<file path="src/rtl/flash_erase_seq.sv">
module flash_erase_seq #(
  parameter int NBLK      = 4,
  parameter int BSW       = (NBLK > 1) ? $clog2(NBLK) : 1,
  parameter int BLK_WORDS = 8,
  parameter int ADDR_W    = 10,
  parameter int CNT_W     = 16,
  parameter int T_SSWE    = 3,
  parameter int T_SESU    = 4,
  parameter int T_SE      = 20,
  parameter int T_CE      = 3,
  parameter int T_CESU    = 2,
  parameter int T_SEV     = 3,
  parameter int T_SEVR    = 2,
  parameter int T_CEV     = 3,
  parameter int T_CSWE    = 4,
  parameter int MAX_PASS  = 4
) (
  input  logic              clk,
  input  logic              rst_n,
  input  logic              start,
  input  logic [BSW-1:0]    blk_idx,
  output logic              busy,
  output logic              done,
  output logic              fail,
  output logic [3:0]        ctl,
  output logic [NBLK-1:0]   blk_sel,
  output logic              wdt_arm,
  output logic [CNT_W-1:0]  wdt_period,
  output logic              mem_we,
  output logic              mem_re,
  output logic [ADDR_W-1:0] mem_addr,
  output logic [15:0]       mem_wdata,
  input  logic [15:0]       mem_rdata
);
  localparam int BLK_BYTES = 2 * BLK_WORDS;
  localparam int WDT_CYC   = T_SE + T_SESU + T_CE + T_CESU + 1;
  localparam int PW        = $clog2(MAX_PASS + 1);

  typedef enum logic [3:0] {
    S_IDLE, S_SWE, S_ARM, S_ESU, S_ERS, S_CE, S_CESU,
    S_EV, S_DWR, S_SEVR, S_RD, S_VOFF, S_SWOFF, S_DONE
  } st_t;

  st_t               st, nx;
  logic [CNT_W-1:0]  cnt;
  logic [BSW-1:0]    blk_r;
  logic [ADDR_W-1:0] base, addr;
  logic [PW-1:0]     pass;
  logic              clean, fail_r;

  function automatic logic [CNT_W-1:0] hold_of(st_t s);
    case (s)
      S_SWE:   return CNT_W'(T_SSWE - 1);
      S_ESU:   return CNT_W'(T_SESU - 1);
      S_ERS:   return CNT_W'(T_SE - 1);
      S_CE:    return CNT_W'(T_CE - 1);
      S_CESU:  return CNT_W'(T_CESU - 1);
      S_EV:    return CNT_W'(T_SEV - 1);
      S_SEVR:  return CNT_W'(T_SEVR - 1);
      S_VOFF:  return CNT_W'(T_CEV - 1);
      S_SWOFF: return CNT_W'(T_CSWE - 1);
      default: return '0;
    endcase
  endfunction

  wire word_ok  = &mem_rdata;
  wire last_adr = (addr == base + ADDR_W'(BLK_BYTES - 2));
  wire adv      = (st == S_IDLE) ? start : (cnt == '0);

  always_comb begin
    nx = st;
    case (st)
      S_IDLE:  nx = S_SWE;
      S_SWE:   nx = S_ARM;
      S_ARM:   nx = S_ESU;
      S_ESU:   nx = S_ERS;
      S_ERS:   nx = S_CE;
      S_CE:    nx = S_CESU;
      S_CESU:  nx = S_EV;
      S_EV:    nx = S_DWR;
      S_DWR:   nx = S_SEVR;
      S_SEVR:  nx = S_RD;
      S_RD:    nx = (word_ok && !last_adr) ? S_DWR : S_VOFF;
      S_VOFF:  nx = (clean || pass == PW'(MAX_PASS)) ? S_SWOFF : S_ARM;
      S_SWOFF: nx = S_DONE;
      S_DONE:  nx = S_IDLE;
      default: nx = S_IDLE;
    endcase
  end

  always_ff @(posedge clk or negedge rst_n) begin
    if (!rst_n) begin
      st <= S_IDLE; cnt <= '0; blk_r <= '0; base <= '0; addr <= '0;
      pass <= '0; clean <= 1'b0; fail_r <= 1'b0; blk_sel <= '0;
    end else if (adv) begin
      st  <= nx;
      cnt <= hold_of(nx);
      case (st)
        S_IDLE: begin
          blk_r <= blk_idx;
          base  <= ADDR_W'(blk_idx) * ADDR_W'(BLK_BYTES);
          pass  <= '0;
        end
        S_SWE:  blk_sel <= NBLK'(1) << blk_r;
        S_ESU:  pass <= pass + 1'b1;
        S_CESU: begin addr <= base; clean <= 1'b0; end
        S_RD: begin
          if (word_ok && last_adr) clean <= 1'b1;
          if (word_ok) addr <= addr + ADDR_W'(2);
        end
        S_VOFF: if (nx == S_SWOFF) begin blk_sel <= '0; fail_r <= !clean; end
        default: ;
      endcase
    end else begin
      cnt <= cnt - 1'b1;
    end
  end

  assign ctl[0]     = (st != S_IDLE) && (st != S_SWOFF) && (st != S_DONE);
  assign ctl[1]     = (st == S_ESU) || (st == S_ERS) || (st == S_CE);
  assign ctl[2]     = (st == S_ERS);
  assign ctl[3]     = (st == S_EV) || (st == S_DWR) || (st == S_SEVR) || (st == S_RD);
  assign wdt_arm    = (st == S_ARM) || ctl[1];
  assign wdt_period = wdt_arm ? CNT_W'(WDT_CYC) : '0;
  assign busy       = (st != S_IDLE);
  assign done       = (st == S_DONE);
  assign fail       = done && fail_r;
  assign mem_we     = (st == S_DWR);
  assign mem_re     = (st == S_RD);
  assign mem_addr   = addr;
  assign mem_wdata  = 16'hFFFF;
endmodule


</file>
<file path="config.mk">
export PLATFORM = sky130hd
export DESIGN_NAME = flash_erase_seq
export DESIGN_NICKNAME = d
export VERILOG_FILES = /design/src/rtl/flash_erase_seq.sv
export SDC_FILE = /design/constraint.sdc
export NUM_CORES = 1
export LEC_CHECK = 0
export ABC_AREA = 1
export BUFFER_PORTS_ARGS = -buffer_cell sky130_fd_sc_hd__buf_2
export CAP_MARGIN = 20
export CORE_MARGIN = 2
export CORE_UTILIZATION = 37
export CTS_BUF_LIST = sky130_fd_sc_hd__clkbuf_4 sky130_fd_sc_hd__clkbuf_8 sky130_fd_sc_hd__clkbuf_16
export DETAILED_ROUTE_END_ITERATION = 6
export PLACE_DENSITY_LB_ADDON = 0.05
export SLEW_MARGIN = 5
export SYNTH_ARGS = -nofsm -noshare
export SYNTH_HDL_FRONTEND = slang
export SYNTH_SLANG_ARGS = --single-unit
</file>
<file path="constraint.sdc">
create_clock -name clk -period 1.6 [get_ports clk]
set_input_delay 0.32 -clock clk [delete_from_list [all_inputs] [get_ports clk]]
set_output_delay 0.32 -clock clk [all_outputs]
set_load 0.1 [all_outputs]
</file>
Word-level counts from Yosys, hierarchy flattened
Memory sizes are Yosys's and may differ from the RTL's.
Cells that the tools add are included.
- shift-type cells: 1
- equality and inequality tests: 21
- reduce and logical (&&, ||, !) cells: 27
- muxes and demuxes: 13
- $add $sub $neg: 4
- operator list (cell ; number):
    4-bit one-hot mux with 13 select lines ; 1
    4-bit == test, second input constant ; 7
    10-bit one-hot mux with 2 select lines ; 1
    4-bit by 3-bit == test with 1-bit output, second input constant ; 4
    16-bit logical NOT ; 1
    16-bit 2-to-1 mux ; 1
    16-bit AND reduction ; 1
    16-bit by 1-bit subtractor with 16-bit output, second input constant ; 1
    3-bit AND reduction ; 4
    10-bit by 2-bit adder with 10-bit output, second input constant ; 1
    10-bit by 7-bit == test with 1-bit output ; 1
    10-bit 2-to-1 mux ; 1
    4-bit by 2-bit == test with 1-bit output, second input constant ; 2
    4-bit 2-to-1 mux ; 2
    4-bit != test, second input constant ; 2
    4-bit one-hot mux with 2 select lines ; 1
    6-bit by 4-bit adder with 7-bit output, second input constant ; 1
    1-bit logical OR ; 7
    3-bit one-hot mux with 2 select lines ; 1
    2-bit nonzero test ; 3
    1-bit logical AND ; 5
    5-bit 2-to-1 mux ; 1
    4-bit by 1-bit == test with 1-bit output, second input constant ; 1
    4-bit logical NOT ; 1
    11 further kinds ; 15
- memory bits (read-only): 48
- input port bits: 21
- output and inout port bits: 56
- flip-flop bits (word level): 41
- memories: 1
- logic and storage cells: 75
- memory list (name ; depth ; bits a word ; read ports ; clocked after Yosys merged registers in ; write ports ; RTL line ; RTL):
    (name not given) ; 16 ; 3 ; 1 ; 0 ; 0 ; 52 ; case (s)

Longest topological paths before layout
Gate-level depths: netlist of the first run.
- depth after elaboration: 9
- depth in mapped cells: 13
- gate-level depth less buffers: 13

Worst setup path after synthesis of the first run
Ideal clock, no wire load.
- path type: register to output
- start point: register st[3]
- end point: output port wdt_period[1]
- buffers on the path: 2
- required time: 1280 ps
- stages on the path, launching flop included: 6
- arrival time: 3572 ps
- path slack: -2292 ps
- cell sequence: dfrtp_1 -> buf_4 -> inv_1 -> nand2_1 -> o21ai_0 -> buf_4
- word-level cells in the longest chain between the ends: 5
- elaborated cells between the ends (all ways): 8
- those cells by class: 4 x eq/ne; 1 x mux; 3 x reduce/logical
- RTL lines (element ; RTL line ; RTL):
    from (decl) ; 44 ; st_t st, nx;
    from (signal assigned) ; 96 ; st <= nx;
    4-bit by 2-bit == test with 1-bit output or 4-bit by 3-bit == test with 1-bit output (tied branches) ; 120 ; assign ctl[1] = (st == S_ESU) || (st == S_ERS) || (st == S_CE);
    1-bit logical OR (2 in a row) ; 120 ;
    1-bit logical OR * ; 123 ; assign wdt_arm = (st == S_ARM) || ctl[1];
    named net wdt_arm ; 27 ; output logic wdt_arm,
    5-bit 2-to-1 mux * ; 124 ; assign wdt_period = wdt_arm ? CNT_W'(WDT_CYC) : '0;
    to (decl) ; 28 ; output logic [CNT_W-1:0] wdt_period,
The timed path passes the listed nets; every way through them passes the cells marked *.

Worst setup path after layout of the first run
- start point: register cnt[0]
- end point: register cnt[0]
- word-level cells in the longest chain between the ends: 3
- elaborated cells between the ends (all ways): 4
- those cells by class: 1 x add/sub; 2 x mux; 1 x reduce/logical
- RTL lines (element ; RTL line ; RTL):
    from (decl) ; 45 ; logic [CNT_W-1:0] cnt;
    from (signal assigned) ; 97 ; cnt <= hold_of(nx);
    from (signal assigned) ; 115 ; cnt <= cnt - 1'b1;
    branches (longest 2 deep; another with 16-bit by 1-bit subtractor with 16-bit output) ; -- ;
    16-bit 2-to-1 mux * ; 95 ; end else if (adv) begin
Mark *: on every way between the ends.
A chain may end at the register's enable or synchronous reset.

==> impl_metrics.yaml, run 1 <==
status:
  status: "complete, but fails checks"
  violations: "negative setup slack"
clock_tree:
  cts_tree: "done"
  clock-sinks: 40
  cts_buffers: 5
  cts_root_buffer: "clkbuf_8"
  htree_levels: 2
  clock_latency_ns: 0.29
  cts.clk_slew.worst_paths_ns: 0.08
  clock_path_buffers: 2
hold_path:
  hp-class: "in -> reg"
grt:
  busiest_layer: "met2"
  gr-usage-met2_pct: 33.4
  grt_pass1_vias: 2614
  antenna_found_initial: 0
  grt.met1_usage_pct: 25.7
  grt_max_degree: 27
  grt_usage_pct: 19.4
  overflow: 0
  grt_pass1_wl_um: 12000
  grt_use_met3_pct: 3.08
die:
  fp.dieW_um: 88.9
  core_sq_um: 6870
  die_h_um: 88.9
  die_area_sq_um: 7900
  num_rows: 30
  ios: 77
  initial_core_util_pct: 38.8
timing:
  hold_ws_ns: 0.274
  min_period_over_period_pct: 112
  layout_min_cycle_time_ns: 1.79
  timing.final.ws_setup_ns: -0.187
  setup_violations: 50
  fin_skew_ns: 0.00933
  rsz0062_at_grt: "yes"
  max_freq_ghz: 0.560
  slew_violations: 0
  hold_viol: 0
cells_and_area:
  mostFrequentLayoutCell: "nand2_1"
  fill_cells: 555
  nets: 525
  antenna_cells: 0
  syn_to_final_growth_pct: 71.3
  multiInputGateArea_sq_um: 1830
  mostFrequentLayoutCells: "66 x nand2_1, 62 x buf_4, 33 x buf_2"
  design_area_sq_um: 4560
  seq_area_sq_um: 1030
  drive_gt1_share_pct: 50.6
job:
  max_cap_violations: 0
detailed_routing:
  dr.pass1.iters: 4
  wire_per_inst_um: 12.8
  ant_nets: 0
  wirelength_um: 7650
  vias_per_cell: 4.56
  via_count: 2715
  drtIter0Drc: 142
  drc: 0
placed_design:
  gp_congestion: 0.825
  placed_area_sq_um: 3620
  post-place-ws_ns: -0.150
  port_buffers: 47
  hpwl_um: 5120
yosys:
  async_flop_share_pct: 100
  syn_area_per_cell_sq_um: 7.20
  synth_cell_types: 33
  yosysSeqAreaShare_pct: 37.6
  synthesis.area_sq_um: 2670
  ys.flop_type: "dfrtp_1"
  postSynthCellCount: 370
  synth_edf_count: 0
  ys_ff_latch: 40
  yosys_warnings: 0
worst_setup_path:
  reg2reg_from: "cnt[0]$_DFF_PN0_"
  critPathCaptureType: "register"
  startpoint_type: "register"
  worstSetupPathType: "reg -> reg"
  crit_arrival_ns: 2.01
  reg2reg_depth: 12
  endpoint: "cnt[0]$_DFF_PN0_"
  cp_max_fo: 5
  timing.rr.end: "cnt[0]$_DFF_PN0_"
  r2r_slack_ns: -0.19
  startpoint: "cnt[0]$_DFF_PN0_"
  crit_required_ns: 1.83
power_and_ir_drop:
  ir_drop_uv: 1570
  leakage_nw: 2.26
  total_power_w: 0.00898
  p_per_area_nw_per_um2: 1970
==> stage by stage <==
step                      utilization (%)  setup TNS, ns  std cells
after detailed placement             52.7          -2.17        555
after floorplan                         -          -4.86        397
after CTS                            60.5          -4.72        586
final                                66.4          -5.47        596
after global placement               52.7          -1.34        555
after global routing                 66.4          -9.62        596
==> cell usage after synthesis (5+ instances only) <==
cell type | n | share of area, %
nand3_1 | 23 | 4.3
o21ai_1 | 9 | 1.7
o21ai_0 | 23 | 4.3
dfrtp_1 | 40 | 38
buf_4 | 35 | 9.9
xor2_1 | 5 | 1.6
nor2_1 | 46 | 6.5
ha_1 | 5 | 2.3
nand2_1 | 94 | 13
inv_1 | 35 | 4.9
nor3_1 | 7 | 1.3
a21oi_1 | 10 | 1.9
==> kinds of logic after synthesis <==
kind of cell | count (synthesis) | share of synthesized area [%]
buffers and inverters | 78 | 16.9
and+or+nand+nor | 189 | 30.7
xor gates and xnor gates | 7 | 2.30
AOI/OAI and AO/OA | 48 | 9.62
muxes | 1 | 0.376
adders and majority gates | 5 | 2.35
DFF | 40 | 37.6
other | 2 | 0.282
==> report_power, final <==
part           switching (W)  total, W  internal (W)
Sequential          0.000265   0.00158       0.00131
Combinational        0.00394   0.00656       0.00262
Clock               0.000359  0.000840      0.000480
Total                0.00457   0.00898       0.00441
==> what timing repair did <==
| action | 4_1_cts | 5_1_grt |
|---|---|---|
| buffers inserted | 20 | 11 |
| hold buffers | 1 | 0 |
| resized for setup | 79 | 74 |
| cloned | 2 | 0 |
| endpoints found under the hold margin | 14 | 0 |
| pin swaps | 29 | 24 |
| endpoints found under the setup margin | 46 | 52 |
==> final cells by class <==
type | instances | area share [%]
clock buffers | 6 | 1.67
clock inverters | 2 | 0.768
inverters | 38 | 3.78
multi-input cells | 279 | 40.2
flip-flops and latches | 40 | 22.5
well taps | 96 | 2.63
repair buffers | 135 | 28.5
==> how the worst min path moves through the flow <==
stage / from / endpoint / slack, ns / cells after the start
after global routing: blk_idx[0] / base[4]$_DFFE_PN0P_ / 0.28 / 3
after global placement: rst_n / st[2]$_DFFE_PN0P_ / 0.28 / 1
after detailed placement: rst_n / st[2]$_DFFE_PN0P_ / 0.28 / 1
after CTS: blk_idx[1] / base[5]$_DFFE_PN0P_ / 0.27 / 3
final: blk_idx[0] / base[4]$_DFFE_PN0P_ / 0.27 / 3
after floorplan: rst_n / base[4]$_DFFE_PN0P_ / 0.02 / 0
==> worst max-delay path: stages (launching register included) <==
cell,delay (ns)
dfrtp_1,0.39
inv_2,0.10
ha_4,0.14
nand2_4,0.04
nor3_4,0.20
nand3_4,0.09
o21ai_4,0.18
buf_12,0.16
buf_12,0.13
inv_8,0.04
a21oi_2,0.10
nand2_1,0.09
nand2_1,0.07
==> state kept, by name, summed over array words and instances, names as in the netlist <==
| name | flops |
|---|---|
| base | 2 |
| st | 4 |
| pass | 3 |
| mem_addr | 9 |
| clean | 1 |
| blk_sel | 4 |
| fail_r | 1 |
| cnt | 16 |
==> routing by layer <==
metal,share of wire (%),vias to the layer above
met1,43,1286
met4,0.60,0
met2,53,55
li1,-,1370
met5,0,-
met3,3.3,4
(Power assumes the default switching activity.)
==> inputs of run 2 (changes only) <==
--- a/config.mk
+++ b/config.mk
@@ -5,7 +5,6 @@
 export SDC_FILE = /design/constraint.sdc
 export NUM_CORES = 1
 export LEC_CHECK = 0
-export ABC_AREA = 1
 export BUFFER_PORTS_ARGS = -buffer_cell sky130_fd_sc_hd__buf_2
 export CAP_MARGIN = 20
 export CORE_MARGIN = 2
==> impl_metrics.yaml, run 2 <==
cells_and_area:
  antenna_cells: 0
  syn_to_final_growth_pct: 74.6
  fill_cells: 528
  regMostFlops: "cnt"
  largest_register_ffs: 16
  nets: 464
  mostFrequentLayoutCells: "76 x buf_4, 33 x dfrtp_1, 31 x buf_2"
  drive_gt1_share_pct: 53.8
  mostFrequentLayoutCell: "buf_4"
grt:
  grt_max_degree: 27
  grt_pass1_wl_um: 12600
  grt_pass1_vias: 2541
  overflow: 0
  antenna_found_initial: 0
  grt_usage_pct: 20.8
clock_tree:
  cts_tree: "done"
  clock_path_buffers: 2
  cts_root_buffer: "clkbuf_8"
  clock_latency_ns: 0.30
  htree_levels: 2
  clock-sinks: 40
  cts.clk_slew.worst_paths_ns: 0.08
  cts_buffers: 5
die:
  ios: 77
  fp.dieW_um: 88.0
  die_h_um: 88.0
  core_sq_um: 6790
  die_area_sq_um: 7740
  initial_core_util_pct: 38.4
  num_rows: 30
yosys:
  yosys-top-cells-count: "40 x dfrtp_1, 33 x buf_4, 28 x nor2_1"
  synth_top_area_share_pct: 38.4
  async_flop_share_pct: 100
  netlist.top_cell.by_area: "dfrtp_1"
  syn_area_per_cell_sq_um: 8.69
  ys_ff_latch: 40
  synth_cell_types: 55
  synth_most_common_cell: "dfrtp_1"
  synthTopCellsByArea: "dfrtp_1 38%, buf_4 9.5%, nor2_1 4.0%"
  yosysSeqAreaShare_pct: 38.4
  synth_edf_count: 0
  synthesis.area_sq_um: 2610
  yosys_warnings: 0
  ys.flop_type: "dfrtp_1"
  postSynthCellCount: 300
placed_design:
  hpwl_um: 5150
  port_buffers: 47
  gp_congestion: 0.833
timing:
  fin_tns_setup_ns: -20.18
  min_period_over_period_pct: 136
  setup_violations: 51
  max_freq_ghz: 0.458
  fin_skew_ns: 0.00344
  slew_violations: 0
  rsz0062_at_grt: "yes"
  layout_min_cycle_time_ns: 2.18
  timing.final.ws_setup_ns: -0.581
  hold_viol: 0
worst_setup_path:
  startpoint_type: "register"
  crit_required_ns: 1.82
  crit_arrival_ns: 2.40
  cp_max_fo: 12
  worstSetupPathType: "reg -> reg"
  critPathCaptureType: "register"
job:
  max_cap_violations: 0
detailed_routing:
  vias_per_cell: 4.95
  via_count: 2647
  dr.pass1.iters: 4
  wirelength_um: 7880
  wire_per_inst_um: 14.7
  drtIter0Drc: 104
  ant_nets: 0
  drc: 0
power_and_ir_drop:
  total_power_w: 0.00221
  ir_drop_uv: 457
  p_per_area_nw_per_um2: 486
  leakage_nw: 2.00
hold_path:
  hp-class: "in -> reg"
status:
  status: "complete, but fails checks"
  violations: "negative setup slack"
[run 2: changes by cell type after synthesis, moves of 9 or more]
cell      before  now
o21ai_1        9    0
clkbuf_1       0   12
nor2_1        46   28
nand2_1       94   20
nand3_1       23   11
inv_1         35   14
[run 2: metrics by stage]
stage	setup slack [ns]	cell area [sq um]	hold WS, ns	instances	utilization, %
after floorplan	-0.554	2990	0.0244	327	-
after global placement	-0.606	3740	0.282	496	55.1
after detailed placement	-0.670	3740	0.279	496	55.1
after CTS	-0.569	4290	0.250	526	63.1
after global routing	-0.708	4550	0.251	535	67.0
final	-0.581	4550	0.258	535	67.0
[run 2: worst paths after layout]
check / start / to / slack [ns] / cells after the start
setup / recovery: cnt[10]$_DFF_PN0_ / mem_addr[3]$_DFFE_PN0P_ / -0.58 / 6
hold / removal: blk_idx[0] / base[4]$_DFFE_PN0P_ / 0.26 / 2
min in group asynchronous: rst_n / mem_addr[2]$_DFFE_PN0P_ / 0.48 / 2
max in group asynchronous: rst_n / mem_addr[1]$_DFFE_PN0P_ / 0.63 / 3
hold reg to reg: clean$_DFFE_PN0P_ / fail_r$_DFFE_PN0P_ / 0.49 / 1
setup reg to reg: cnt[10]$_DFF_PN0_ / mem_addr[3]$_DFFE_PN0P_ / -0.58 / 6
[run 2: logic make-up after synthesis]
logic type	share of synthesized area, %
AOI/OAI and AO/OA	15.5
xor gates and xnor gates	4.37
adders and majority gates	2.78
buffers and inverters	13.8
DFF	38.4
muxes	3.79
other	0.288
and+or+nand+nor	21.1
[run 2: timing repair]
action / in CTS / in global routing
pin swaps: 17 / 13
hold buffers: 1 / 0
endpoints found under the setup margin: 53 / 56
resized for setup: 61 / 54
gates cloned: 1 / 1
endpoints found under the hold margin: 14 / 0
setup buffers: 23 / 17
[run 2: power by group]
part | switching (W) | leakage, nW | internal (W)
sequential | 0 | 0.465 | 0.00101
clock | 0.000392 | 0.0541 | 0.000462
combinational | 0.000324 | 1.49 | 0.0000244
[run 2: layout make-up]
type                            instances  area [sq um]  share of cell area, %
Tap cell                               96           120                   2.64
Inverter                               14          70.1                   1.54
Timing Repair Buffer                  152          1440                   31.6
Clock buffer                            5          68.8                   1.51
Sequential cell                        40          1010                   22.2
Clock inverter                          3          42.5                  0.935
Multi-Input combinational cell        225          1800                   39.6
[run 2: critical path, stage by stage, from the launching register on]
cell	delay, ns
dfrtp_1	0.38
or4_4	0.55
nor4_4	0.25
a31oi_4	0.14
buf_12	0.16
or4_4	0.46
a21oi_1	0.14
[run 2: layer usage]
layer / part of all wire [%] / vias up / track usage [%]
met1: 43 / 1261 / 28.6
met2: 51 / 93 / 34.8
met5: 0 / - / 0
met3: 4.6 / 7 / 3.77
met4: 0.77 / 0 / 3.64
li1: - / 1286 / -
==> inputs of run 3 (changes only) <==
--- a/config.mk
+++ b/config.mk
@@ -7,6 +7,7 @@
 export LEC_CHECK = 0
 export BUFFER_PORTS_ARGS = -buffer_cell sky130_fd_sc_hd__buf_2
 export CAP_MARGIN = 20
+export CORE_ASPECT_RATIO = 0.5
 export CORE_MARGIN = 2
 export CORE_UTILIZATION = 37
 export CTS_BUF_LIST = sky130_fd_sc_hd__clkbuf_4 sky130_fd_sc_hd__clkbuf_8 sky130_fd_sc_hd__clkbuf_16
==> impl_metrics.yaml, run 3 (synthesis gave the netlist of run 2 again) <==
cells_and_area:
  nets: 461
  largest_register_ffs: 16
  fill_cells: 517
  drive_gt1_share_pct: 53.4
  mostFrequentLayoutCells: "77 x buf_4, 34 x dfrtp_1, 32 x buf_2"
  antenna_cells: 0
  regMostFlops: "cnt"
  syn_to_final_growth_pct: 72.6
  mostFrequentLayoutCell: "buf_4"
  stdcell_count: 528
worst_setup_path:
  crit_arrival_ns: 2.28
  crit_buf_inv: 2
  path_cells: "or4_4 > nor4_4 > a31oi_2 > buf_12 > buf_4 > a211o_1 > a32o_1"
  crit_slowest_cell: "or4_4"
  r2r_slack_ns: -0.50
  endpoint: "mem_addr[9]$_DFFE_PN0P_"
  critPathCaptureType: "register"
  crit_required_ns: 1.78
  cp.depth: 7
  worstSetupPathType: "reg -> reg"
  reg2reg_from: "cnt[10]$_DFF_PN0_"
  startpoint: "cnt[10]$_DFF_PN0_"
  reg2reg_depth: 7
  startpoint_type: "register"
  cp_top_family: "simple AND/OR/NAND/NOR gates"
  max_stage_delay_ns: 0.56
  cp_max_fo: 16
  timing.rr.end: "mem_addr[9]$_DFFE_PN0P_"
power_and_ir_drop:
  total_power_w: 0.00243
  pwr-share-clk_pct: 44.1
  switchingPower_w: 0.000737
  ir_drop_uv: 349
  leakage_nw: 1.98
  p_per_area_nw_per_um2: 539
  switching_share_pct: 30.3
  p_int_w: 0.00169
  power_frac_comb_pct: 14.3
  seqPwrFrac_pct: 41.7
detailed_routing:
  via_count: 2673
  drtIter0Drc: 153
  wirelength_um: 7560
  vias_per_cell: 5.06
  drc: 0
  wire_per_inst_um: 14.3
  dr.pass1.iters: 4
  ant_nets: 0
clock_tree:
  clock_latency_ns: 0.29
  clock_path_buffers: 2
  cts_root_buffer: "clkbuf_16"
  cts.clk_slew.worst_paths_ns: 0.06
  htree_levels: 2
  clock-sinks: 40
  cts_tree: "done"
  cts_buffers: 5
die:
  core_sq_um: 6750
  ios: 77
  die_h_um: 63.4
  initial_core_util_pct: 38.6
  num_rows: 21
  die_area_sq_um: 7780
  fp.dieW_um: 123
placed_design:
  gp_congestion: 0.857
  dp_cells: 500
  port_buffers: 47
  hpwl_um: 5200
grt:
  grt_pass1_vias: 2465
  overflow: 0
  antenna_found_initial: 0
  grt_pass1_wl_um: 11800
  grt_usage_pct: 19.4
  grt_max_degree: 19
timing:
  max_freq_ghz: 0.476
  rsz0062_at_grt: "yes"
  fin_skew_ns: 0.00632
  hold_ws_ns: 0.260
  layout_min_cycle_time_ns: 2.10
  setup_violations: 51
  hold_viol: 0
  min_period_over_period_pct: 131
  slew_violations: 0
  timing.final.ws_setup_ns: -0.500
status:
  status: "complete, but fails checks"
  violations: "negative setup slack"
hold_path:
  hp-class: "in -> reg"
job:
  max_cap_violations: 0
## run 3: worst min-delay path by stage
stage	depth (start not counted)	end	startpoint	slack (ns)
after floorplan	0	base[4]$_DFFE_PN0P_	rst_n	0.02
after global placement	1	mem_addr[8]$_DFFE_PN0P_	rst_n	0.26
after detailed placement	1	mem_addr[8]$_DFFE_PN0P_	rst_n	0.27
after CTS	2	base[4]$_DFFE_PN0P_	blk_idx[0]	0.26
after global routing	2	base[4]$_DFFE_PN0P_	blk_idx[0]	0.27
final	2	base[4]$_DFFE_PN0P_	blk_idx[0]	0.26
## run 3: area by class of cell
| type | instances | area, sq um | share of cell area (%) |
|---|---|---|---|
| multi-input cells | 225 | 1780 | 39.5 |
| repair buffers | 149 | 1370 | 30.5 |
| flip-flops and latches | 40 | 1010 | 22.4 |
| clock buffers | 8 | 154 | 3.42 |
| well taps | 92 | 115 | 2.56 |
| inverters | 14 | 75.1 | 1.67 |
## run 3: what timing repair did
item,4_1_cts,5_1_grt
endpoints found under the setup margin,51,54
resized for setup,53,46
hold buffers,1,0
hold endpoints to repair,15,0
pin swaps,16,15
setup buffers,12,8
## run 3: power by group through the flow
stage                     logic (W)  clock network [W]  registers (W)
after global placement     0.000343                  0        0.00103
after CTS                  0.000347            0.00109        0.00101
after global routing       0.000359            0.00114        0.00101
after floorplan            0.000351                  0        0.00103
after detailed placement   0.000345                  0        0.00103
final                      0.000346            0.00107        0.00101
## run 3: worst reg2reg max path, cell delays in order, from the launching register on
cell and delay, ns:
dfrtp_1 0.37, or4_4 0.56, nor4_4 0.18, a31oi_2 0.15, buf_12 0.17, buf_4 0.15, a211o_1 0.23, a32o_1 0.20
## run 3: per-layer routing
layer,vias up,share of wire (%),track usage [%]
li1,1273,-,-
met1,1293,45,27.6
met2,98,47,30.0
met3,9,7.0,4.53
met4,0,1.0,3.88
met5,-,0,0
## run 3: through the flow
| stage | util (%) | worst slack [ns] | TNS, ns | cell area (sq um) |
|---|---|---|---|---|
| final | 66.6 | -0.500 | -15.98 | 4500 |
| after global routing | 66.6 | -0.629 | -20.26 | 4500 |
| after CTS | 63.0 | -0.494 | -16.63 | 4250 |
| after detailed placement | 55.9 | -0.571 | -17.60 | 3770 |
| after global placement | 55.9 | -0.578 | -16.95 | 3770 |
| after floorplan | - | -0.554 | -16.37 | 2990 |
